`config.mk`:
```
export PLATFORM = sky130hd
export DESIGN_NAME = dpc_port_ctl
export DESIGN_NICKNAME = d
export VERILOG_FILES = /design/src/rtl/dpc_pkg.sv /design/src/rtl/dpc_oc_filter.sv /design/src/rtl/dpc_blink.sv /design/src/rtl/dpc_led_ctl.sv /design/src/rtl/dpc_port_ctl.sv
export SDC_FILE = /design/constraint.sdc
export NUM_CORES = 1
export LEC_CHECK = 0
export CAP_MARGIN = 30
export CORE_UTILIZATION = 53
export CTS_CLUSTER_DIAMETER = 60
export CTS_CLUSTER_SIZE = 8
export DETAILED_ROUTE_END_ITERATION = 16
export GPL_ROUTABILITY_DRIVEN = 0
export PLACE_DENSITY = 0.78
export SETUP_SLACK_MARGIN = 0.02
export SLEW_MARGIN = 40
export SYNTH_ARGS = -nofsm -noshare
export SYNTH_HDL_FRONTEND = slang
export SYNTH_SLANG_ARGS = --single-unit
export TNS_END_PERCENT = 5
```
`constraint.sdc`:
```
create_clock -name clk -period 2.1 [get_ports clk]
set_input_delay 0.315 -clock clk [delete_from_list [all_inputs] [get_ports clk]]
set_output_delay 0.315 -clock clk [all_outputs]
set_load 0.05 [all_outputs]
```
`src/rtl/dpc_pkg.sv`:
```
package dpc_pkg;
  typedef enum logic [1:0] {
    SEL_OFF   = 2'd0,
    SEL_GREEN = 2'd1,
    SEL_AMBER = 2'd2,
    SEL_DARK  = 2'd3
  } led_sel_e;
endpackage

```
`src/rtl/dpc_oc_filter.sv`:
```
module dpc_oc_filter #(
  parameter int N   = 4,
  parameter int DEB = 16
) (
  input  logic         clk,
  input  logic         rst_n,
  input  logic [N-1:0] oc_n,
  input  logic [N-1:0] mask,
  output logic [N-1:0] ev
);
  localparam int CW = $clog2(DEB + 1);
  localparam logic [CW-1:0] DEB_C  = CW'(DEB);
  localparam logic [CW-1:0] LAST_C = CW'(DEB - 1);

  for (genvar i = 0; i < N; i++) begin : g_ch
    logic          s1_q, s2_q;
    logic [CW-1:0] cnt_q, cnt_d;
    logic          hot;

    assign hot = ~s2_q & mask[i];

    always_comb begin
      if (!hot)              cnt_d = '0;
      else if (cnt_q == DEB_C) cnt_d = cnt_q;
      else                   cnt_d = cnt_q + 1'b1;
    end

    assign ev[i] = hot && (cnt_q == LAST_C);

    always_ff @(posedge clk or negedge rst_n) begin
      if (!rst_n) begin
        s1_q  <= 1'b1;
        s2_q  <= 1'b1;
        cnt_q <= '0;
      end else begin
        s1_q  <= oc_n[i];
        s2_q  <= s1_q;
        cnt_q <= cnt_d;
      end
    end

    // the run counter saturates at the filter length
    p_cnt_bound_r4: assert property (@(posedge clk) disable iff (!rst_n)
      cnt_q <= DEB_C);
    // one event per sustained assertion
    p_single_event_r4: assert property (@(posedge clk) disable iff (!rst_n)
      ev[i] |=> !ev[i]);
  end
endmodule

```
`src/rtl/dpc_blink.sv`:
```
module dpc_blink #(
  parameter int HALF = 24000000
) (
  input  logic clk,
  input  logic rst_n,
  output logic phase
);
  localparam int CW = $clog2(HALF + 1);
  localparam logic [CW-1:0] WRAP = CW'(HALF - 1);

  logic [CW-1:0] cnt_q, cnt_d;
  logic          ph_q, ph_d, wrap;

  assign wrap = (cnt_q == WRAP);

  always_comb begin
    cnt_d = wrap ? '0 : cnt_q + 1'b1;
    ph_d  = wrap ? ~ph_q : ph_q;
  end

  always_ff @(posedge clk or negedge rst_n) begin
    if (!rst_n) begin
      cnt_q <= '0;
      ph_q  <= 1'b0;
    end else begin
      cnt_q <= cnt_d;
      ph_q  <= ph_d;
    end
  end

  assign phase = ph_q;

  // the blink phase only moves at the end of a half period
  p_phase_hold_r7: assert property (@(posedge clk) disable iff (!rst_n)
    !wrap |=> $stable(ph_q));
endmodule

```
`src/rtl/dpc_led_ctl.sv`:
```
module dpc_led_ctl
  import dpc_pkg::*;
#(
  parameter int N = 4
) (
  input  logic           clk,
  input  logic           rst_n,
  input  logic           manual,
  input  logic           suspend,
  input  logic           phase,
  input  logic [N-1:0]   in_range,
  input  logic [N-1:0]   enabled,
  input  logic [N-1:0]   error,
  input  logic [N-1:0]   flag,
  input  logic [2*N-1:0] sel,
  output logic [N-1:0]   green,
  output logic [N-1:0]   amber
);
  logic [N-1:0] g_d, a_d, g_q, a_q;

  for (genvar i = 0; i < N; i++) begin : g_lamp
    led_sel_e s;
    assign s = led_sel_e'(sel[2*i +: 2]);

    always_comb begin
      g_d[i] = 1'b0;
      a_d[i] = 1'b0;
      if (!suspend && in_range[i]) begin
        if (manual) begin
          g_d[i] = (s == SEL_GREEN);
          a_d[i] = (s == SEL_AMBER) && phase;
        end else if (error[i] || flag[i]) begin
          a_d[i] = 1'b1;
        end else begin
          g_d[i] = enabled[i];
        end
      end
    end

    // never both colours on one port
    p_colour_excl_r6: assert property (@(posedge clk) disable iff (!rst_n)
      !(g_q[i] && a_q[i]));
  end

  always_ff @(posedge clk or negedge rst_n) begin
    if (!rst_n) begin
      g_q <= '0;
      a_q <= '0;
    end else begin
      g_q <= g_d;
      a_q <= a_d;
    end
  end

  assign green = g_q;
  assign amber = a_q;

  // suspend darkens every lamp
  p_suspend_dark_r8: assert property (@(posedge clk) disable iff (!rst_n)
    suspend |=> (green == '0) && (amber == '0));
endmodule

```
`src/rtl/dpc_port_ctl.sv`:
```
module dpc_port_ctl #(
  parameter int N          = 4,
  parameter int DEB        = 16,
  parameter int BLINK_HALF = 24000000,
  localparam int CW        = $clog2(N + 1)
) (
  input  logic           clk,
  input  logic           rst_n,
  input  logic           gang_mode,
  input  logic           en_active_high,
  input  logic [CW-1:0]  port_count,
  input  logic           suspend,
  input  logic           led_manual,
  input  logic [N-1:0]   pwr_req,
  input  logic [N-1:0]   port_enabled,
  input  logic [N-1:0]   port_error,
  input  logic [2*N-1:0] led_sel,
  input  logic [N-1:0]   oc_n,
  input  logic [N-1:0]   oc_clr,
  output logic [N-1:0]   pwr_en_pin,
  output logic [N-1:0]   oc_change,
  output logic [N-1:0]   led_green,
  output logic [N-1:0]   led_amber
);
  logic [N-1:0] in_range, mask, oc_ev, ev_sel;
  logic [N-1:0] flag_q, flag_d, on_q, on_d, req_ok;
  logic         phase;

  for (genvar i = 0; i < N; i++) begin : g_cfg
    assign in_range[i] = (port_count > CW'(i));
    if (i == 0) begin : g_first
      assign mask[i]   = 1'b1;
      assign ev_sel[i] = oc_ev[0];
    end else begin : g_rest
      assign mask[i]   = ~gang_mode;
      assign ev_sel[i] = gang_mode ? oc_ev[0] : oc_ev[i];
    end
  end

  dpc_oc_filter #(.N(N), .DEB(DEB)) u_filter (
    .clk  (clk),
    .rst_n(rst_n),
    .oc_n (oc_n),
    .mask (mask),
    .ev   (oc_ev)
  );

  dpc_blink #(.HALF(BLINK_HALF)) u_blink (
    .clk  (clk),
    .rst_n(rst_n),
    .phase(phase)
  );

  always_comb begin
    flag_d = in_range & ((flag_q & ~oc_clr) | ev_sel);
    req_ok = pwr_req & in_range & ~flag_d;
    on_d   = '0;
    if (gang_mode) on_d[0] = |req_ok;
    else           on_d    = req_ok;
  end

  always_ff @(posedge clk or negedge rst_n) begin
    if (!rst_n) begin
      flag_q <= '0;
      on_q   <= '0;
    end else begin
      flag_q <= flag_d;
      on_q   <= on_d;
    end
  end

  assign pwr_en_pin = en_active_high ? on_q : ~on_q;
  assign oc_change  = flag_q;

  dpc_led_ctl #(.N(N)) u_led (
    .clk     (clk),
    .rst_n   (rst_n),
    .manual  (led_manual),
    .suspend (suspend),
    .phase   (phase),
    .in_range(in_range),
    .enabled (port_enabled),
    .error   (port_error),
    .flag    (flag_q),
    .sel     (led_sel),
    .green   (led_green),
    .amber   (led_amber)
  );

  for (genvar i = 0; i < N; i++) begin : g_chk
    // a filtered fault cuts the port and raises its flag
    p_fault_cuts_r5: assert property (@(posedge clk) disable iff (!rst_n)
      (!gang_mode && in_range[i] && oc_ev[i]) |=> (!on_q[i] && oc_change[i]));
    // the flag holds until cleared
    p_flag_sticky_r5: assert property (@(posedge clk) disable iff (!rst_n)
      (oc_change[i] && !oc_clr[i] && in_range[i]) |=> oc_change[i]);
    // ports beyond the count stay off and unflagged
    p_out_of_range_r9: assert property (@(posedge clk) disable iff (!rst_n)
      !in_range[i] |=> (!on_q[i] && !oc_change[i] && !led_green[i] && !led_amber[i]));
  end

  if (N > 1) begin : g_gang_chk
    // ganged mode drives only the first enable
    p_gang_idle_r3: assert property (@(posedge clk) disable iff (!rst_n)
      gang_mode |=> (on_q[N-1:1] == '0));
  end
endmodule

```
Yosys cells after proc, flatten, opt, wreduce, memory -nomap -nowiden
Index checks and enable logic that the tools add are counted.
Storage, ports and cells
  register bits: 70
  logic and storage cells: 122
  output and inout bits: 16
  bits of input ports: 37
Cells by class
  reduce and logical (&&, ||, !) cells: 18
  eq/ne operators: 21
  magnitude comparators: 4
  bitwise gates (word level): 17
  multiplexer cells: 39
  add/sub/neg operators: 5
Operators by type and width (count)
  $mux W5: 8
  $mux W1: 28
  $add A25 B1 Y25 const B: 1
  $eq A25 B25 Y1 const B: 1
  $mux W25: 1
  $add A5 B1 Y5 const B: 4
  $eq A5 B4 Y1 const B: 4
  $eq A5 B5 Y1 const B: 4
  $and A4 B4 Y4: 4
  $logic_and A1 B1 Y1: 12
  $not A4 Y4: 3
  $eq A2 B1 Y1 const B: 4
  $eq A2 B2 Y1 const B: 4
  $gt A3 B1 Y1 const B: 2
  $gt A3 B2 Y1 const B: 2
  $ne A2 B2 Y1 const B: 3
  $not A1 Y1: 6
  $logic_or A1 B1 Y1: 4
  $mux W4: 1
  $or A4 B4 Y4: 1
  $reduce_or A4 Y1: 1
  $and A1 B1 Y1: 3
  $mux W3: 1
  $ne A2 B1 Y1 const B: 1
  $logic_not A1 Y1: 1

Longest topological paths before layout
Gate-level depths: netlist of the first run.
  word-level depth: 10
  mapped depth: 7
  gate-level depth less buffers: 7

Modules after synthesis
From an unflattened synthesis of the first run, not the netlist that was laid out.
Second synthesis, totals
  cell total of the unflattened synthesis: 324
  area total of the unflattened synthesis: 3433.3 µm²
Modules (own cells, without submodules)
  dpc_oc_filter: seq. area each 710.7 µm², cells each 122, instances 1, area each 1333.8 µm²
  dpc_blink: seq. area each 650.6 µm², cells each 124, instances 1, area each 1262.5 µm²
  dpc_port_ctl: seq. area each 200.2 µm², cells each 41, instances 1, area each 431.7 µm²
  dpc_led_ctl: seq. area each 200.2 µm², cells each 37, instances 1, area each 405.4 µm²

Worst setup path after synthesis of the first run
Ideal clock, no wire load.
  path type: register -> register
  from: register u_blink.cnt_q[5]
  to: register u_blink.cnt_q[21]
  arrival: 1.795 ns
  required time: 2.023 ns
  slack: 0.228 ns
  buffers on the path: 1
  setup time: 0.077 ns
  stages on the path, launching flop included: 6
  clock period less this slack: 1.872 ns
  path through: dfrtp_1 -> nand4_2 -> or4_1 -> buf_2 -> or4_1 -> a21oi_1
Between the ends
  cells in the longest elaborated chain, start to end: 2
  elaborated cells on any way between the ends: 3
  classes of those cells: 1 x add/sub; 1 x eq/ne; 1 x mux
Ends and longest elaborated chain
  start: declaration: line dpc_blink.sv:11  | logic [CW-1:0] cnt_q, cnt_d;
  start signal: assignment: line dpc_blink.sv:26  | cnt_q <= cnt_d;
  $add A25 B1 Y25 / $eq A25 B25 Y1 (equally long branches): line dpc_blink.sv:17, dpc_blink.sv:14
  $mux W25 (*): line dpc_blink.sv:17  | cnt_d = wrap ? '0 : cnt_q + 1'b1;
  via u_blink.cnt_d[21]: line dpc_blink.sv:11
The timed path passes the listed nets; every way through them passes the cells marked *.
A chain may end at the register's enable or synchronous reset.

Final worst setup path of the first run
  from: register u_filter.g_ch[0].cnt_q[0]
  to: register on_q[0]
Between the ends
  cells in the longest elaborated chain, start to end: 9
  elaborated cells on any way between the ends: 11
  classes of those cells: 1 x eq/ne; 4 x mux; 4 x bitwise; 2 x reduce/logical
Ends and longest elaborated chain
  start: declaration: line dpc_oc_filter.sv:17  | logic [CW-1:0] cnt_q, cnt_d;
  start signal: assignment: line dpc_oc_filter.sv:38  | cnt_q <= cnt_d;
  $eq A5 B4 Y1 (*): line dpc_oc_filter.sv:28  | assign ev[i] = hot && (cnt_q == LAST_C);
  $logic_and A1 B1 Y1 (*): line dpc_oc_filter.sv:28
  $mux W1: line dpc_port_ctl.sv:36  | assign ev_sel[i] = gang_mode ? oc_ev[0] : oc_ev[i];
  $or A4 B4 Y4 (*): line dpc_port_ctl.sv:55  | flag_d = in_range & ((flag_q & ~oc_clr) | ev_sel);
  $and A4 B4 Y4 (*): line dpc_port_ctl.sv:55
  $not A4 Y4 (*): line dpc_port_ctl.sv:56  | req_ok = pwr_req & in_range & ~flag_d;
  $and A4 B4 Y4 (*): line dpc_port_ctl.sv:56
  $reduce_or A4 Y1: line dpc_port_ctl.sv:58  | if (gang_mode) on_d[0] = |req_ok;
  $mux W1 (*): line dpc_port_ctl.sv:58
  via on_d[0]: line dpc_port_ctl.sv:26  | logic [N-1:0] flag_q, flag_d, on_q, on_d, req_ok;
  end signal: assignment: line dpc_port_ctl.sv:68  | on_q <= on_d;
  end: declaration: line dpc_port_ctl.sv:26
Marked as above.

==> results.toml, run 1 <==
[timing]
fin_crit_ns = 1.99
hold-worst-slack_ns = 0.353
worstMarginPinSlew_ns = 0.531
tns_ns = 0
skew_ns = 0.00494
grt_setup_unrepaired = "no"
period_share_pct = 94.6
finalMaxSlewViolations = 0
slew_headroom_pct = 64.3
setup_slack_ns = 0.113
max_freq_ghz = 0.503
hold_viol = 0
setup_viol = 0

[layout]
fin_cells = 476
drive_above_1_share_pct = 14.0
n_antenna_cell = 0
synthToLayoutAreaGrowth_pct = 29.2
final_common_cell = "dfrtp_1"
layout_common_cells = "62 x dfrtp_1, 47 x clkdlybuf4s50_1, 39 x nor2_1"
final_area_mm2 = 0.00433
num-nets-final = 446

[route]
firstDrtPassIters = 5
drt-vias-per-instance = 5.41
wl_um = 7120
wl_per_cell_um = 15.0
post-route-drc-count = 0
drtIter0Drc = 148
via_count = 2574
drtAntennaViolNets = 0

[global_routing]
grt_pass1_wl_um = 11400
antenna_found_initial = 0
grt_overflow = 0
grt_pass1_vias = 2554
grt_start_max_net_pins = 71
grt_usage_pct = 23.4

[status]
outcome = "completed"

[pwr]
p_leak_nw = 1.88
vdd_drop_max_mv = 0.440
power_density_mw_per_mm2 = 644

[synthesis]
synthMuxAreaShare_pct = 1.19
synth_seq_cells = 70
ys_async_sr_fraction_pct = 100
synth_top_family_by_area = "simple AND/OR/NAND/NOR gates"
synthXorXnorAreaFrac_pct = 8.36
synth_area_mm2 = 0.00335
syn_nets = 372
synth-seq-area-share_pct = 52.6
yosysUniqueCellTypes = 47
synth_ff_type = "dfrtp_1"
yosys.area_share.simple_pct = 22.7
synth-compound-area-share_pct = 6.91
postSynthCellCount = 322
yosys_warnings = 0
synth-edff-count = 0
synth_fa_ha_area_share_pct = 4.85
synth_area_leaders = "dfrtp_1 46%, dfstp_2 6.3%, xnor2_1 5.5%"
synth_top_area_cell = "dfrtp_1"
synth_top_area_share_pct = 46.3
syn_area_per_cell_um2 = 10.4

[worst_setup_path]
cp-start-kind = "flip-flop"
critPathKind = "flip-flop to flip-flop"
crit_required_ns = 2.37
cp-end-kind = "flip-flop"
cp_max_fo = 4
worst-endpoint-arrival_ns = 2.26

[placement]
placed_cell_area_mm2 = 0.00411
portBuffers = 52
dp.cells = 459
dp_hpwl_um = 5070
pre_cts_slack_ns = 0.0879

[die]
ios = 53
core_area_mm2 = 0.00603
fp.dieW_um = 81.5
start_util_pct = 55.6
dieArea_mm2 = 0.00665
rows = 28
die_h_um = 81.5

[clock_tree]
root_buffer = "clkbuf_8"
clk_pin_slew_ns = 0.07
clk-insertion-delay-late_ns = 0.35
cts_sinks = 70
cts_buffer_depth = 2
htreeDepth = 3
cts_tree = "built"
numCtsBuffers = 9

[flow_run]
cap_viol_max_count = 0

[worst_hold_path]
hp-class = "flip-flop to flip-flop"
[through the flow]
stage / power, W / util (%)
2_1_floorplan: 0.00155 / -
3_3_place_gp: 0.00172 / 68.2
3_5_place_dp: 0.00173 / 68.2
4_1_cts: 0.00283 / 71.7
5_1_grt: 0.00291 / 71.9
6_report: 0.00279 / 71.9
[final timing paths]
kind,slack [ns],from,cells past startpoint,end
min reg2reg,0.35,u_filter.g_ch[1].s1_q,0,u_filter.g_ch[1].s2_q
max,0.11,u_filter.g_ch[0].cnt_q[0],7,on_q[0]
min,0.35,u_filter.g_ch[1].s1_q,0,u_filter.g_ch[1].s2_q
max reg2reg,0.11,u_filter.g_ch[0].cnt_q[0],7,on_q[0]
min in group asynchronous,0.51,rst_n,3,u_led.green[0]
max in group asynchronous,1.26,rst_n,3,u_filter.g_ch[0].s1_q
[flip-flops by register name, summed over array words and instances (netlist names)]
signal	cells
u_blink.phase	1
on_q	4
u_led.green	4
u_filter.g_ch.s2_q	4
u_filter.g_ch.cnt_q	20
u_filter.g_ch.s1_q	4
u_led.amber	4
oc_change	4
u_blink.cnt_q	25
[timing repair]
action,4_1_cts,5_1_grt
hold endpoints to repair,51,0
gates resized for setup,0,3
buffers inserted,0,0
endpoints found under the setup margin,0,4
hold buffers,1,0
[cell families after synthesis]
kind of cell / count (synthesis)
muxes: 4
AOI/OAI and AO/OA: 37
xor gates and xnor gates: 32
DFF: 70
adders and majority gates: 13
and+or+nand+nor: 138
buffers and inverters: 28
[cell type report]
cell class	instances	area, um^2
well taps	75	93.8
clock buffers	10	138
inverters	21	78.8
flip-flops and latches	70	1760
clock inverters	6	61.3
fillers	441	1690
multi-input cells	224	1490
repair buffers	70	706
[worst max-delay path, cell delays in order, from the launching register on]
cell and delay, ns:
dfrtp_1 0.40, ha_1 0.23, and3_1 0.20, ha_1 0.20, and3b_2 0.25, a221oi_1 0.28, nand3b_1 0.17, a31oi_1 0.19
[metal layers]
metal	up-vias	track usage, %	wire length, um
met5	-	0	0
met1	1221	26.2	2980
met3	10	8.56	488
met4	0	7.14	84
met2	71	41.3	3560
li1	1272	-	-
[cells in the mapped netlist (all sizes together) (3+ instances only)]
master / instances
o21ai: 6
buf: 3
and3: 5
nor2: 39
and4: 6
nand2: 18
nor4b: 4
dfrtp: 62
a21oi: 16
nor2b: 3
nand3b: 5
or3: 4
inv: 21
ha: 13
mux2i: 4
nor3: 16
or4: 3
and3b: 4
xor2: 11
nor4: 5
nand4: 7
xnor2: 21
nand3: 13
clkbuf: 4
dfstp: 8
[where the power goes]
group	switching, W	total [W]	internal [W]
registers	0.0000183	0.00140	0.00138
clock network	0.000513	0.00109	0.000576
logic	0.000154	0.000302	0.000148
Note: power is estimated with default switching activity, not from simulation.
==> run 2: changes to the inputs <==
CORE_MARGIN = 2   (was default)
==> run 2 against run 1 <==
- register-to-register slack worse by 0.02 ns
- fmax decreased by 0.90%
- critical path depth unchanged
- first-iteration DRC count up 14%
- highest routed layer unchanged
- flip-flop and latch count unchanged
- largest power group unchanged
- clock skew rose by 0.0042 ns
- routed wire length is 0.55% lower
- largest cell class unchanged
- count of clock-buffer cells in the layout stayed put
- total power increased by 3.4%
- worst hold slack gained 0.0028 ns
- critical endpoint unchanged
==> results.toml, run 2 (synthesis gave the netlist of run 1 again) <==
[layout]
drive_above_1_share_pct = 14.4
largest_register = "u_blink.cnt_q"
layout_common_cells = "61 x dfrtp_1, 47 x clkdlybuf4s50_1, 39 x nor2_1"
num-nets-final = 447
final_area_mm2 = 0.00436
reg_top3 = "u_blink.cnt_q: 25 flops, u_filter.g_ch.cnt_q: 20 flops"
largest_reg_flops = 25
n_antenna_cell = 0
utilization_pct = 72.4
final_common_cell = "dfrtp_1"
synthToLayoutAreaGrowth_pct = 30.1

[worst_hold_path]
hp-class = "flip-flop to flip-flop"
hp-start = "u_filter.g_ch[2].s1_q"
whs_path_depth = 0
hold_end = "u_filter.g_ch[2].s2_q"

[placement]
portBuffers = 52
pre_cts_slack_ns = 0.0537
dp_hpwl_um = 5050
placed_cell_area_mm2 = 0.00410

[clock_tree]
cts_sinks = 70
cts_tree = "built"
numCtsBuffers = 9
cts_buffer_depth = 2
clk-insertion-delay-late_ns = 0.34
clk_pin_slew_ns = 0.08
htreeDepth = 3
root_buffer = "clkbuf_8"

[route]
via_count = 2616
post-route-drc-count = 0
routed.top_layer = "met4"
wl_met1_um = 3200
drtIter0Drc = 168
firstDrtPassIters = 4
dr_wl_met3_um = 296
drt-vias-per-instance = 5.48
drtAntennaViolNets = 0
wl_um = 7080
wl_per_cell_um = 14.8
met2_length_um = 3440

[worst_setup_path]
r2r-start = "u_filter.g_ch[0].cnt_q[0]"
critPathKind = "flip-flop to flip-flop"
cp-end-kind = "flip-flop"
cp_max_fo = 4
r2r_slack_ns = 0.09
timing.rr.end = "on_q[0]"
r2r_cells = 7
crit_required_ns = 2.36
cp-start-kind = "flip-flop"
worst-endpoint-arrival_ns = 2.27

[timing]
slew_headroom_pct = 64.7
tns_ns = 0
period_share_pct = 95.5
hold_viol = 0
setup_viol = 0
fin_crit_ns = 2.01
skew_ns = 0.00911
finalMaxSlewViolations = 0
max_freq_ghz = 0.499
worstMarginPinSlew_ns = 0.526
setup_slack_ns = 0.0949
grt_setup_unrepaired = "yes"

[die]
ios = 53
start_util_pct = 55.6
die_h_um = 83.5
core_area_mm2 = 0.00603
rows = 28
dieArea_mm2 = 0.00698
fp.dieW_um = 83.5

[pwr]
power_w = 0.00289
power_density_mw_per_mm2 = 662
vdd_drop_max_mv = 0.443
p_leak_nw = 1.89

[global_routing]
grt_start_max_net_pins = 71
grt_pass1_wl_um = 12200
antenna_found_initial = 0
grt_pass1_vias = 2674
grt_overflow = 0
grt_usage_pct = 21.7

[status]
outcome = "completed"

[flow_run]
cap_viol_max_count = 0
-- run 2: changes by cell type in the layout (fill, tap and decap cells not counted) --
cell,delta
clkbuf_1,+1
clkbuf_8,-1
buf_4,+1
a221oi_2,+1
a221oi_1,-1
bufinv_16,+1
dfrtp_2,+1
dfrtp_1,-1
clkinv_2,-1
-- run 2: final cells by class --
class                   count  area (um^2)
clock buffers              10          128
clock inverters             6         86.3
fillers                   442         1660
inverters                  21         78.8
multi-input cells         224         1500
flip-flops and latches     70         1760
well taps                  75         93.8
repair buffers             71          713
-- run 2: repair_timing --
| item | 4_1_cts | 5_1_grt |
|---|---|---|
| hold buffers | 1 | 0 |
| gates resized for setup | 0 | 5 |
| setup endpoints to repair | 0 | 9 |
| endpoints found under the hold margin | 5 | 0 |
| setup buffers | 0 | 2 |
-- run 2: power by group --
group	switching (W)	internal, W
clock network	0.000511	0.000667
logic	0.000156	0.000151
registers	0.0000185	0.00138
total	0.000686	0.00220
-- run 2: routing by layer --
metal | GRT usage, % | vias up
met5 | 0 | -
met1 | 28.4 | 1253
met4 | 9.24 | 0
li1 | - | 1282
met2 | 36.1 | 70
met3 | 3.36 | 11
-- run 2: worst max path at each step --
stage                                    startpoint                end  slack [ns]
after global routing      u_filter.g_ch[0].cnt_q[1]            on_q[0]       0.005
after global placement             u_blink.cnt_q[5]  u_blink.cnt_q[21]        0.10
after detailed placement           u_blink.cnt_q[5]  u_blink.cnt_q[17]        0.05
after CTS                          u_blink.cnt_q[5]  u_blink.cnt_q[17]        0.03
after floorplan                    u_blink.cnt_q[5]  u_blink.cnt_q[21]        0.23
final                     u_filter.g_ch[0].cnt_q[0]            on_q[0]        0.09
-- run 2: metrics by stage --
step / hold slack (ns) / instances
2_1_floorplan: 0.0194 / 322
3_3_place_gp: 0.347 / 458
3_5_place_dp: 0.349 / 458
4_1_cts: 0.357 / 475
5_1_grt: 0.358 / 477
6_report: 0.355 / 477
-- run 2: critical path, stage by stage (launching register included) --
cell and delay, ns:
dfrtp_1 0.40, ha_1 0.23, and3_1 0.19, ha_1 0.19, and3b_2 0.26, a2111o_1 0.36, a21boi_0 0.13, a31oi_1 0.17
==> run 3: changes to the inputs <==
GPL_TIMING_DRIVEN = 0   (was default)
==> run 3 against run 2 <==
- total power is 0.46% higher
- sequential share of layout area is 0.57 points higher
- fmax is 1.6% lower
- routed wire length is 3.4% higher
- critical path type unchanged
- critical endpoint is now u_blink.cnt_q[21]
- core utilization is 0.85 points lower
- setup slack worse by 0.032 ns
- design area is 1.2% lower
- flip-flop and latch count stayed put
- non-clock buffer count is 7 lower
- die area stayed put
==> results.toml, run 3 (synthesis gave the netlist of run 1 again) <==
[status]
outcome = "completed"

[route]
drtAntennaViolNets = 0
drt-vias-per-instance = 5.59
firstDrtPassIters = 4
wl_per_cell_um = 15.6
via_count = 2627
wl_um = 7320
drtIter0Drc = 120
post-route-drc-count = 0

[pwr]
p_leak_nw = 1.84
power_density_mw_per_mm2 = 673
pwr-share-comb_pct = 9.8
switching_share_pct = 23.5
vdd_drop_max_mv = 0.449
internal_power_w = 0.00222
netSwitchingPower_w = 0.000682
p_clk_share_pct = 41.9
seq_power_share_pct = 48.3

[worst_hold_path]
hp-class = "flip-flop to flip-flop"

[global_routing]
grt_usage_pct = 21.8
grt_start_max_net_pins = 43
grt_pass1_vias = 2583
grt_overflow = 0
grt_pass1_wl_um = 12200
antenna_found_initial = 0

[timing]
max_freq_ghz = 0.491
worstMarginPinSlew_ns = 0.560
slew_headroom_pct = 62.4
grt_setup_unrepaired = "yes"
skew_ns = 0.00855
fin_crit_ns = 2.04
hold-worst-slack_ns = 0.353
hold_viol = 0
period_share_pct = 97.0
setup_slack_ns = 0.0627
setup_viol = 0
finalMaxSlewViolations = 0

[clock_tree]
cts_buffer_depth = 2
cts_sinks = 70
cts_tree = "built"
clk_pin_slew_ns = 0.08
root_buffer = "clkbuf_8"
clk-insertion-delay-late_ns = 0.34
numCtsBuffers = 9
htreeDepth = 3

[layout]
num-nets-final = 440
synthToLayoutAreaGrowth_pct = 28.6
largest_reg_flops = 25
fin_cells = 470
drive_above_1_share_pct = 13.2
largest_register = "u_blink.cnt_q"
n_antenna_cell = 0
layout_common_cells = "58 x dfrtp_1, 49 x clkdlybuf4s50_1, 39 x nor2_1"
final_common_cell = "dfrtp_1"
reg_top3 = "u_blink.cnt_q: 25 flops, u_filter.g_ch.cnt_q: 20 flops"

[die]
die_h_um = 83.5
start_util_pct = 55.6
ios = 53
rows = 28
core_area_mm2 = 0.00603
fp.dieW_um = 83.5
dieArea_mm2 = 0.00698

[worst_setup_path]
cp_max_fo = 10
cp-end-kind = "flip-flop"
cp-start-kind = "flip-flop"
worst-endpoint-arrival_ns = 2.31
critPathKind = "flip-flop to flip-flop"
crit_required_ns = 2.37

[placement]
pre_cts_slack_ns = -0.0828
portBuffers = 51
dp_hpwl_um = 5050
dp.cells = 449

[flow_run]
cap_viol_max_count = 0
## run 3: cell types whose count changed in the layout (fill, tap and decap cells not counted), sizes merged
cell / previous run / this run
clkinvlp: 1 / 0
clkdlybuf4s50: 47 / 49
clkbuf: 10 / 16
dlymetal6s2s: 0 / 1
buf: 23 / 8
## run 3: per-layer routing
layer,up-vias,track usage (%),part of all wire [%]
met4,0,6.89,1.6
met1,1278,29.4,45
li1,1267,-,-
met5,-,0,0
met3,12,5.14,4.2
met2,70,35.1,49
## run 3: final cells by class
cell class	instances	area (um^2)
sequential	70	1770
clock inverter	5	82.6
clock buffer	11	141
inverter	21	78.8
buffer	7	38.8
multi-input combinational	224	1530
fill	430	1720
tap	75	93.8
timing repair buffer	57	574
## run 3: repair_timing
action                     in CTS  in global routing
buffers inserted                0                  4
hold buffers                    1                  0
hold endpoints to repair       24                  0
gates resized for setup         0                 16
setup endpoints to repair       0                 16
## run 3: worst paths after layout
path,to,slack [ns],start,depth (start not counted)
hold reg to reg,u_filter.g_ch[3].s2_q,0.35,u_filter.g_ch[3].s1_q,0
setup / recovery,u_blink.cnt_q[21],0.06,u_blink.cnt_q[5],5
max in group asynchronous,u_filter.g_ch[0].s2_q,1.14,rst_n,3
setup reg to reg,u_blink.cnt_q[21],0.06,u_blink.cnt_q[5],5
min in group asynchronous,u_led.amber[3],0.40,rst_n,2
hold / removal,u_filter.g_ch[3].s2_q,0.35,u_filter.g_ch[3].s1_q,0
## run 3: critical path: stages (launching register included)
cell and delay [ns]:
dfrtp_2 0.43, nand4_2 0.17, or4_1 0.49, buf_2 0.19
or4_1 0.54, a21oi_2 0.15
## run 3: per-stage QoR
| stage | utilization [%] | instance area, um^2 | total power, W | setup TNS (ns) |
|---|---|---|---|---|
| final | 71.5 | 4310 | 0.00290 | 0 |
| after floorplan | - | 3350 | 0.00155 | 0 |
| after global routing | 71.5 | 4310 | 0.00302 | 0 |
| after CTS | 69.9 | 4210 | 0.00292 | 0 |
| after detailed placement | 66.0 | 3980 | 0.00170 | -0.0828 |
| after global placement | 65.7 | 3960 | 0.00169 | -104.71 |
## run 3: power groups by stage
stage / Combinational, W / Sequential (W) / Clock, W
CTS: 0.000278 / 0.00140 / 0.00124
floorplan: 0.000105 / 0.00144 / 0
global route: 0.000308 / 0.00140 / 0.00130
global placement: 0.000266 / 0.00142 / 0
finish: 0.000283 / 0.00140 / 0.00122
detailed placement: 0.000275 / 0.00143 / 0
